[config.mk]
export PLATFORM = sky130hd
export DESIGN_NAME = irq_status_ctrl
export DESIGN_NICKNAME = d
export VERILOG_FILES = /design/src/rtl/irq_pkg.sv /design/src/rtl/irq_reg_decode.sv /design/src/rtl/irq_sticky_bank.sv /design/src/rtl/irq_abort_cause.sv /design/src/rtl/irq_status_ctrl.sv
export SDC_FILE = /design/constraint.sdc
export NUM_CORES = 1
export LEC_CHECK = 0
export BUFFER_PORTS_ARGS = -buffer_cell sky130_fd_sc_hd__buf_2
export CAP_MARGIN = 20
export CORE_ASPECT_RATIO = 0.7
export CORE_MARGIN = 5
export CORE_UTILIZATION = 30
export DETAILED_ROUTE_END_ITERATION = 12
export GPL_TIMING_DRIVEN = 0
export PLACE_DENSITY = 0.66
export SLEW_MARGIN = 30
export SYNTH_ARGS = -nofsm -noshare
export SYNTH_HDL_FRONTEND = slang
export SYNTH_SLANG_ARGS = --single-unit
[constraint.sdc]
create_clock -name clk_i -period 1.15 [get_ports clk_i]
set_clock_uncertainty 0.05 [all_clocks]
set_input_delay 0.115 -clock clk_i [delete_from_list [all_inputs] [get_ports clk_i]]
set_output_delay 0.115 -clock clk_i [all_outputs]
set_load 0.005 [all_outputs]
[src/rtl/irq_pkg.sv]
package irq_pkg;
  localparam int NUM_SRC = 12;
  localparam int NUM_CLR = 10;

  localparam int B_RX_FULL  = 2;
  localparam int B_TX_EMPTY = 4;
  localparam int B_TX_ABORT = 6;

  localparam logic [NUM_SRC-1:0] STICKY_MASK = 12'hFEB;

  localparam int OFS_MASKED  = 'h2C;
  localparam int OFS_MASK    = 'h30;
  localparam int OFS_RAW     = 'h34;
  localparam int OFS_CLR_ALL = 'h40;
  localparam int OFS_CLR_0   = 'h44;
  localparam int OFS_CAUSE   = 'h80;

  typedef enum logic [2:0] {
    RSEL_NONE,
    RSEL_MASKED,
    RSEL_MASK,
    RSEL_RAW,
    RSEL_CAUSE
  } rsel_e;

  // clear slot k -> status bit (skips the two level-driven bits)
  function automatic int slot_bit(input int k);
    if (k < 2) return k;
    else if (k == 2) return 3;
    else return k + 2;
  endfunction
endpackage

[src/rtl/irq_reg_decode.sv]
module irq_reg_decode
  import irq_pkg::*;
#(
  parameter int ADDR_W = 8
) (
  input  logic [ADDR_W-1:0]  addr_i,
  input  logic               rd_i,
  input  logic               wr_i,
  output logic [NUM_SRC-1:0] clr_o,
  output logic               mask_we_o,
  output rsel_e              rsel_o
);
  localparam logic [ADDR_W-1:0] A_MASKED  = ADDR_W'(OFS_MASKED);
  localparam logic [ADDR_W-1:0] A_MASK    = ADDR_W'(OFS_MASK);
  localparam logic [ADDR_W-1:0] A_RAW     = ADDR_W'(OFS_RAW);
  localparam logic [ADDR_W-1:0] A_CLR_ALL = ADDR_W'(OFS_CLR_ALL);
  localparam logic [ADDR_W-1:0] A_CAUSE   = ADDR_W'(OFS_CAUSE);

  logic [NUM_CLR-1:0] slot_hit;
  logic               all_hit;

  for (genvar k = 0; k < NUM_CLR; k++) begin : g_slot
    localparam logic [ADDR_W-1:0] A_SLOT = ADDR_W'(OFS_CLR_0 + 4 * k);
    assign slot_hit[k] = rd_i && (addr_i == A_SLOT);
  end

  assign all_hit = rd_i && (addr_i == A_CLR_ALL);

  always_comb begin
    clr_o = '0;
    for (int k = 0; k < NUM_CLR; k++) begin
      if (slot_hit[k]) clr_o[slot_bit(k)] = 1'b1;
    end
    if (all_hit) clr_o = clr_o | STICKY_MASK;
  end

  assign mask_we_o = wr_i && (addr_i == A_MASK);

  always_comb begin
    unique case (addr_i)
      A_MASKED: rsel_o = RSEL_MASKED;
      A_MASK:   rsel_o = RSEL_MASK;
      A_RAW:    rsel_o = RSEL_RAW;
      A_CAUSE:  rsel_o = RSEL_CAUSE;
      default:  rsel_o = RSEL_NONE;
    endcase
  end
endmodule

[src/rtl/irq_sticky_bank.sv]
module irq_sticky_bank
  import irq_pkg::*;
#(
  parameter logic [NUM_SRC-1:0] STICKY = STICKY_MASK
) (
  input  logic               clk_i,
  input  logic               rst_ni,
  input  logic [NUM_SRC-1:0] set_i,
  input  logic [NUM_SRC-1:0] clr_i,
  input  logic [NUM_SRC-1:0] lvl_i,
  output logic [NUM_SRC-1:0] raw_o
);
  for (genvar i = 0; i < NUM_SRC; i++) begin : g_bit
    if (STICKY[i]) begin : g_sticky
      logic q;
      logic unused_lvl;
      assign unused_lvl = lvl_i[i];
      // set wins over a same-cycle clear
      always_ff @(posedge clk_i or negedge rst_ni) begin
        if (!rst_ni)       q <= 1'b0;
        else if (set_i[i]) q <= 1'b1;
        else if (clr_i[i]) q <= 1'b0;
      end
      assign raw_o[i] = q;
    end else begin : g_level
      logic unused_ctl;
      assign unused_ctl = set_i[i] ^ clr_i[i];
      assign raw_o[i] = lvl_i[i];
    end
  end
endmodule

[src/rtl/irq_abort_cause.sv]
module irq_abort_cause #(
  parameter int CAUSE_W = 13
) (
  input  logic               clk_i,
  input  logic               rst_ni,
  input  logic               abort_i,
  input  logic               clr_i,
  input  logic [CAUSE_W-1:0] src_i,
  output logic [CAUSE_W-1:0] cause_o
);
  logic [CAUSE_W-1:0] cause_q, cause_d, fresh;

  assign fresh = abort_i ? src_i : '0;

  always_comb begin
    if (clr_i) cause_d = fresh;
    else       cause_d = cause_q | fresh;
  end

  always_ff @(posedge clk_i or negedge rst_ni) begin
    if (!rst_ni) cause_q <= '0;
    else         cause_q <= cause_d;
  end

  assign cause_o = cause_q;
endmodule

[src/rtl/irq_status_ctrl.sv]
module irq_status_ctrl
  import irq_pkg::*;
#(
  parameter int ADDR_W  = 8,
  parameter int DATA_W  = 32,
  parameter int CAUSE_W = 13
) (
  input  logic               clk_i,
  input  logic               rst_ni,
  input  logic [ADDR_W-1:0]  addr_i,
  input  logic               rd_i,
  input  logic               wr_i,
  input  logic [NUM_SRC-1:0] wdata_i,
  output logic [DATA_W-1:0]  rdata_o,
  input  logic [NUM_SRC-1:0] evt_pulse_i,
  input  logic               rx_full_lvl_i,
  input  logic               tx_empty_lvl_i,
  input  logic [CAUSE_W-1:0] abort_src_i,
  output logic               irq_o
);
  logic [NUM_SRC-1:0] clr_vec;
  logic               mask_we;
  rsel_e              rsel;
  logic [NUM_SRC-1:0] lvl_vec;
  logic [NUM_SRC-1:0] raw_stat;
  logic [NUM_SRC-1:0] mask_q;
  logic [NUM_SRC-1:0] masked_stat;
  logic [CAUSE_W-1:0] cause_q;

  irq_reg_decode #(.ADDR_W(ADDR_W)) u_dec (
    .addr_i    (addr_i),
    .rd_i      (rd_i),
    .wr_i      (wr_i),
    .clr_o     (clr_vec),
    .mask_we_o (mask_we),
    .rsel_o    (rsel)
  );

  always_comb begin
    lvl_vec             = '0;
    lvl_vec[B_RX_FULL]  = rx_full_lvl_i;
    lvl_vec[B_TX_EMPTY] = tx_empty_lvl_i;
  end

  irq_sticky_bank #(.STICKY(STICKY_MASK)) u_bank (
    .clk_i  (clk_i),
    .rst_ni (rst_ni),
    .set_i  (evt_pulse_i),
    .clr_i  (clr_vec),
    .lvl_i  (lvl_vec),
    .raw_o  (raw_stat)
  );

  irq_abort_cause #(.CAUSE_W(CAUSE_W)) u_cause (
    .clk_i   (clk_i),
    .rst_ni  (rst_ni),
    .abort_i (evt_pulse_i[B_TX_ABORT]),
    .clr_i   (clr_vec[B_TX_ABORT]),
    .src_i   (abort_src_i),
    .cause_o (cause_q)
  );

  always_ff @(posedge clk_i or negedge rst_ni) begin
    if (!rst_ni)      mask_q <= '0;
    else if (mask_we) mask_q <= wdata_i;
  end

  assign masked_stat = raw_stat & mask_q;
  assign irq_o       = |masked_stat;

  always_comb begin
    rdata_o = '0;
    unique case (rsel)
      RSEL_MASKED: rdata_o = DATA_W'(masked_stat);
      RSEL_MASK:   rdata_o = DATA_W'(mask_q);
      RSEL_RAW:    rdata_o = DATA_W'(raw_stat);
      RSEL_CAUSE:  rdata_o = DATA_W'(cause_q);
      default:     rdata_o = '0;
    endcase
  end
endmodule

==> flow_metrics.env, run 1 <==
export IMPL_status="complete, but fails checks"
export IMPL_violations="setup timing"
export IMPL_drt_wl_total_um=6710
export IMPL_yosysUniqueCellTypes=36
export IMPL_grt_remaining_overflow=0
export IMPL_portBuffers=60
export IMPL_htree_num_levels=2
export IMPL_drt_first_pass_iters=4
export IMPL_hold_path_class="input pin to flip-flop"
export IMPL_multi_input_area_sq_um=1140
export IMPL_tightest_slew_ns=0.501
export IMPL_ys_seq_elements=35
export IMPL_synthXorXnorAreaFrac=0.0130
export IMPL_antenna_cells=0
export IMPL_place_gp_congestion=0.817
export IMPL_drt_wirelength_per_cell_um=16.5
export IMPL_synth_edff_count=0
export IMPL_leakage_nw=1.62
export IMPL_synthSimpleGateAreaFrac=0.109
export IMPL_drv_cap=0
export IMPL_cts_tree="done"
export IMPL_hold_viol=0
export IMPL_area_growth_pct=63.2
export IMPL_rsz0062_at_grt="true"
export IMPL_grt_use_total=0.160
export IMPL_crit_fanout=2
export IMPL_fmax_mhz=631
export IMPL_register_area_sq_um=876
export IMPL_power_density_nw_per_um2=850
export IMPL_grt_util_met1=0.212
export IMPL_drive_gt1_frac=0.557
export IMPL_setup_viol=26
export IMPL_cts_buffer_depth=2
export IMPL_worstSetupPathType="flip-flop to primary output"
export IMPL_synth_top_area_frac=0.435
export IMPL_synth_async_reset_ratio=1.00
export IMPL_grt_pass1_wl_um=10400
export IMPL_synth_warnings=0
export IMPL_grt_max_degree=36
export IMPL_clock_sinks=35
export IMPL_rows=25
export IMPL_ys_seq_area_frac=0.435
export IMPL_report_final_slew_viol_count=0
export IMPL_start_util=0.304
export IMPL_netlist_instances=188
export IMPL_synthAdderAreaFrac=0
export IMPL_fin_crit_ns=1.59
export IMPL_stdcell_count=408
export IMPL_fp_dieW_um=108
export IMPL_coreArea_sq_um=6630
export IMPL_ys_top_cells_by_area="dfrtp_1, buf_4, mux2_4"
export IMPL_synth_cell_area_sq_um=2020
export IMPL_dieArea_sq_um=8480
export IMPL_required_ns=0.99
export IMPL_die_y_um=78.6
export IMPL_drc_errors=0
export IMPL_nets=364
export IMPL_busiest_layer="met2"
export IMPL_drtIter0Drc=69
export IMPL_relSlewSlack=0.666
export IMPL_clk_pin_slew_ns=0.07
export IMPL_met3_usage=0.0526
export IMPL_vdd_drop_max_v=0.000424
export IMPL_synth_top_family_by_area="compound AO/OA/AOI/OAI gates"
export IMPL_met2_usage=0.253
export IMPL_critical_path_endpoint_type="primary output"
export IMPL_grt_pass1_vias=2028
export IMPL_setup_ws_ns=-0.435
export IMPL_vias_per_cell=4.74
export IMPL_pre_cts_ws_ns=-0.547
export IMPL_insertion_delay_ns=0.28
export IMPL_synth_top_area_cell="dfrtp_1"
export IMPL_fin_crit_sh=1.38
export IMPL_place_inst=360
export IMPL_cts_root_buf="clkbuf_8"
export IMPL_synth_compound_area_frac=0.234
export IMPL_io_pin_count=84
export IMPL_dr_total_vias=1933
export IMPL_avgSynthCellArea_sq_um=10.7
export IMPL_synthMuxAreaShare=0.0857
export IMPL_antenna_found_initial=0
export IMPL_nFillCells=633
export IMPL_cts_made_buffers=5
export IMPL_drt_antenna_violating_nets=0
export IMPL_synth_ff_type="dfrtp_1"
export IMPL_crit_arrival_ns=1.42
export IMPL_critPathLaunchType="flip-flop"
export IMPL_dp_hpwl_um=4720
[registers in the layout, summed over array words and instances, names as in the netlist]
register                 flops
u_cause.cause_o             13
mask_q                      12
u_bank.g_bit.g_sticky.q     10
[cell usage in the layout (no fill, tap or decap), types with 2 or more instances in the layout]
| cell type | Yosys | routed |
|---|---|---|
| and4bb_2 | 3 | 2 |
| nand3_1 | 4 | 3 |
| or2_2 | 2 | 2 |
| clkbuf_8 | 0 | 8 |
| a22oi_1 | 12 | 9 |
| buf_8 | 0 | 4 |
| conb_1 | 1 | 19 |
| dfrtp_1 | 35 | 35 |
| buf_4 | 20 | 40 |
| o21ai_0 | 2 | 2 |
| a21o_1 | 6 | 6 |
| clkbuf_1 | 2 | 2 |
| mux2_4 | 10 | 10 |
| buf_12 | 0 | 5 |
| xnor2_1 | 3 | 3 |
| nand3_4 | 1 | 2 |
| a22oi_2 | 0 | 3 |
| inv_1 | 13 | 13 |
| a22o_1 | 16 | 16 |
| nand2_1 | 4 | 4 |
| o22ai_2 | 0 | 5 |
| buf_2 | 5 | 56 |
| buf_6 | 1 | 9 |
| a21oi_4 | 0 | 2 |
| o22ai_1 | 12 | 7 |
| nor2_1 | 2 | 2 |
| mux2_2 | 2 | 2 |
| a21oi_1 | 14 | 2 |
| a21oi_2 | 0 | 10 |
| dlygate4sd3_1 | 0 | 11 |
| a221oi_2 | 0 | 3 |
[cells by family (layout without fill, tap and decap cells)]
| logic type | count (synthesis) | count (layout) |
|---|---|---|
| XOR/XNOR | 3 | 3 |
| other | 1 | 19 |
| flip-flops | 35 | 35 |
| AO/OA/AOI/OAI | 67 | 67 |
| buffers and inverters | 42 | 150 |
| AND/OR/NAND/NOR | 28 | 28 |
| multiplexers | 12 | 12 |
[synthesized netlist by cell type, types with 2 or more instances]
master and instances:
and3_1 3, nor2_1 2, a21oi_1 14, or2_2 2, nand2_1 4, dfrtp_1 35, mux2_4 10, buf_2 5
a221oi_1 3, mux2_2 2, and4bb_2 3, a22o_1 16, a21o_1 6, xnor2_1 3, buf_4 20, nand3_1 4
clkbuf_1 2, inv_1 13, a22oi_1 12, o21ai_0 2, o22ai_1 12
[area by class of cell]
cell class / instances / area share
repair buffers: 102 / 0.229
plain buffers: 27 / 0.0761
clock buffers: 8 / 0.0304
flip-flops and latches: 35 / 0.266
well taps: 94 / 0.0358
inverters: 13 / 0.0148
multi-input cells: 129 / 0.347
[per-layer routing]
layer,wire length [um],up-vias
met5,0,-
met1,3130,950
met3,529,7
met2,3000,64
li1,-,912
met4,55,0
[final timing paths]
path | from | slack (ns) | end | cells after the start
max | u_bank.g_bit[11].g_sticky.q | -0.44 | irq_o | 4
min | abort_src_i[3] | 0.006 | u_cause.cause_o[3] | 2
max reg2reg | mask_q[8] | 0.18 | mask_q[8] | 2
min reg2reg | u_cause.cause_o[12] | 0.45 | u_cause.cause_o[12] | 1
max in group asynchronous | rst_ni | 0.40 | mask_q[8] | 2
min in group asynchronous | rst_ni | 0.31 | mask_q[11] | 2
[critical path, cell delays in order, from the launching register on]
cell,delay (ns)
dfrtp_1,0.38
a22o_1,0.25
a221oi_2,0.22
nand3_1,0.13
buf_2,0.15
[repair_timing]
item                       in CTS  in global routing
pin swaps                      16                 14
setup buffers                  27                  3
resized for setup              44                 11
gates cloned                    2                  1
hold endpoints to repair       45                  0
hold buffers                   11                  0
setup endpoints to repair      36                 74
[metrics by stage]
step                      area [sq um]  total power [W]  hold WS [ns]  utilization  setup TNS (ns)
final                             3290          0.00280       0.00643        0.496           -6.11
after global placement            2610          0.00168         0.187        0.393          -17.58
after detailed placement          2610          0.00169         0.201        0.393          -18.17
after global routing              3290          0.00294      0.000566        0.496           -7.31
after CTS                         3270          0.00280       0.00134        0.492           -7.03
after floorplan                   2190          0.00151        -0.231            -           -1.85
[power by group]
group	total (W)	internal [W]	switching [W]	leakage (nW)
Clock	0.000984	0.000547	0.000438	0.0515
Sequential	0.00129	0.00126	0.0000308	0.368
Combinational	0.000523	0.000305	0.000217	1.20
Total	0.00280	0.00211	0.000686	1.62
No activity file was read; power rests on OpenSTA's default activity.
==> run 2, diff against run 1 <==
--- a/config.mk
+++ b/config.mk
@@ -10,9 +10,10 @@
 export CORE_ASPECT_RATIO = 0.7
 export CORE_MARGIN = 5
 export CORE_UTILIZATION = 30
+export CTS_BUF_LIST = sky130_fd_sc_hd__clkbuf_16
 export DETAILED_ROUTE_END_ITERATION = 12
-export GPL_TIMING_DRIVEN = 0
 export PLACE_DENSITY = 0.66
+export SKIP_LAST_GASP = 1
 export SLEW_MARGIN = 30
 export SYNTH_ARGS = -nofsm -noshare
 export SYNTH_HDL_FRONTEND = slang
==> flow_metrics.env, run 2 (same netlist as run 1, synthesis figures left out) <==
export IMPL_status="complete, but fails checks"
export IMPL_violations="setup timing"
export IMPL_setup_viol=26
export IMPL_combPwrFrac=0.167
export IMPL_cts_root_buf="clkbuf_16"
export IMPL_grt_max_degree=36
export IMPL_pwr_share_seq=0.415
export IMPL_htree_num_levels=2
export IMPL_drv_cap=0
export IMPL_crit_fanout=2
export IMPL_drive_gt1_frac=0.587
export IMPL_drt_wirelength_per_cell_um=16.7
export IMPL_pre_cts_ws_ns=-0.361
export IMPL_fmax_mhz=630
export IMPL_area_growth_pct=63.6
export IMPL_portBuffers=62
export IMPL_cts_tree="done"
export IMPL_drt_antenna_violating_nets=0
export IMPL_rows=25
export IMPL_tns_ns=-5.14
export IMPL_rsz0062_at_grt="true"
export IMPL_fin_crit_sh=1.38
export IMPL_nFillCells=610
export IMPL_stdcell_count=406
export IMPL_critPathLaunchType="flip-flop"
export IMPL_start_util=0.304
export IMPL_dp_hpwl_um=4920
export IMPL_nets=362
export IMPL_clock_sinks=35
export IMPL_largest_register_ff_count=13
export IMPL_route_met3_wl_um=440
export IMPL_grt_use_total=0.160
export IMPL_hold_ws_ns=0.0199
export IMPL_final_common_cell="buf_2"
export IMPL_worstSetupPathType="flip-flop to primary output"
export IMPL_p_total_w=0.00308
export IMPL_io_pin_count=84
export IMPL_fin_crit_ns=1.59
export IMPL_required_ns=0.99
export IMPL_antenna_found_initial=0
export IMPL_hold_viol=0
export IMPL_r2r_slack_ns=0.18
export IMPL_antenna_cells=0
export IMPL_insertion_delay_ns=0.27
export IMPL_dieArea_sq_um=8480
export IMPL_drc_errors=0
export IMPL_fp_dieW_um=108
export IMPL_cts_buffer_depth=2
export IMPL_die_y_um=78.6
export IMPL_drt_met1_wl_um=3250
export IMPL_dr_total_vias=1914
export IMPL_place_inst=381
export IMPL_place_gp_congestion=0.869
export IMPL_clk_pin_slew_ns=0.05
export IMPL_vias_per_cell=4.71
export IMPL_top_layer="met4"
export IMPL_report_final_slew_viol_count=0
export IMPL_grt_remaining_overflow=0
export IMPL_vdd_drop_max_v=0.000512
export IMPL_swShare=0.245
export IMPL_coreArea_sq_um=6630
export IMPL_crit_arrival_ns=1.42
export IMPL_cts_made_buffers=5
export IMPL_intPower_w=0.00232
export IMPL_power_density_nw_per_um2=933
export IMPL_met2WireLength_um=3050
export IMPL_drt_first_pass_iters=4
export IMPL_leakage_nw=1.60
export IMPL_setup_ws_ns=-0.438
export IMPL_grt_pass1_vias=2018
export IMPL_clkPwrFrac=0.417
export IMPL_mostFrequentLayoutCells="buf_2, buf_4, dfrtp_1"
export IMPL_critical_path_endpoint_type="primary output"
export IMPL_drtIter0Drc=85
export IMPL_drt_wl_total_um=6800
export IMPL_hold_path_class="input pin to flip-flop"
export IMPL_grt_pass1_wl_um=10500
export IMPL_power_switching_w=0.000754
[run 2: cell count changes in the layout (fill, tap and decap cells not counted), sizes merged]
cell,change
buf,+2
clkbuf,-5
clkinv,+1
dlygate4sd3,-2
inv,+2
[run 2: power by group through the flow]
| stage | logic, W | registers [W] | clock network, W |
|---|---|---|---|
| 2_1_floorplan | 0.000207 | 0.00131 | 0 |
| 6_report | 0.000514 | 0.00128 | 0.00128 |
| 4_1_cts | 0.000495 | 0.00128 | 0.00130 |
| 5_1_grt | 0.000557 | 0.00128 | 0.00134 |
| 3_3_place_gp | 0.000424 | 0.00130 | 0 |
| 3_5_place_dp | 0.000432 | 0.00130 | 0 |
[run 2: metrics by stage]
step | instance area (sq um) | util
after floorplan | 2190 | -
after global placement | 2790 | 0.420
after detailed placement | 2790 | 0.420
after CTS | 3210 | 0.484
after global routing | 3300 | 0.497
final | 3300 | 0.497
[run 2: worst paths after layout]
path,start,to,depth (start not counted)
hold / removal,wdata_i[8],mask_q[8],2
min in group asynchronous,rst_ni,u_bank.g_bit[0].g_sticky.q,3
hold reg to reg,u_cause.cause_o[0],u_cause.cause_o[0],1
setup / recovery,mask_q[11],irq_o,4
max in group asynchronous,rst_ni,u_bank.g_bit[5].g_sticky.q,3
setup reg to reg,mask_q[1],mask_q[1],2
[run 2: layout make-up]
cell class | instances | area [sq um] | share of cell area
timing repair buffer | 127 | 930 | 0.282
inverter | 13 | 48.8 | 0.0148
clock inverter | 3 | 12.5 | 0.00379
tap | 94 | 118 | 0.0357
sequential | 35 | 876 | 0.266
multi-input combinational | 129 | 1190 | 0.360
clock buffer | 5 | 125 | 0.0379
[run 2: routing by layer]
metal | vias to the layer above | track usage
li1 | 914 | -
met2 | 73 | 0.245
met3 | 8 | 0.0452
met4 | 0 | 0.0378
met5 | - | 0
met1 | 919 | 0.224
[run 2: timing repair]
action                                 4_1_cts  5_1_grt
gates resized for setup                     28       18
setup endpoints to repair                   26       30
hold buffers                                 9        0
setup buffers                                5        4
gates cloned                                 1        0
pin swaps                                    9       10
endpoints found under the hold margin       43        0
[run 2: critical path, cell delays in order (launching register included)]
cell      delay [ns]
dfrtp_1         0.37
a22o_1          0.25
a221oi_2        0.23
nand3_1         0.14
buf_2           0.15
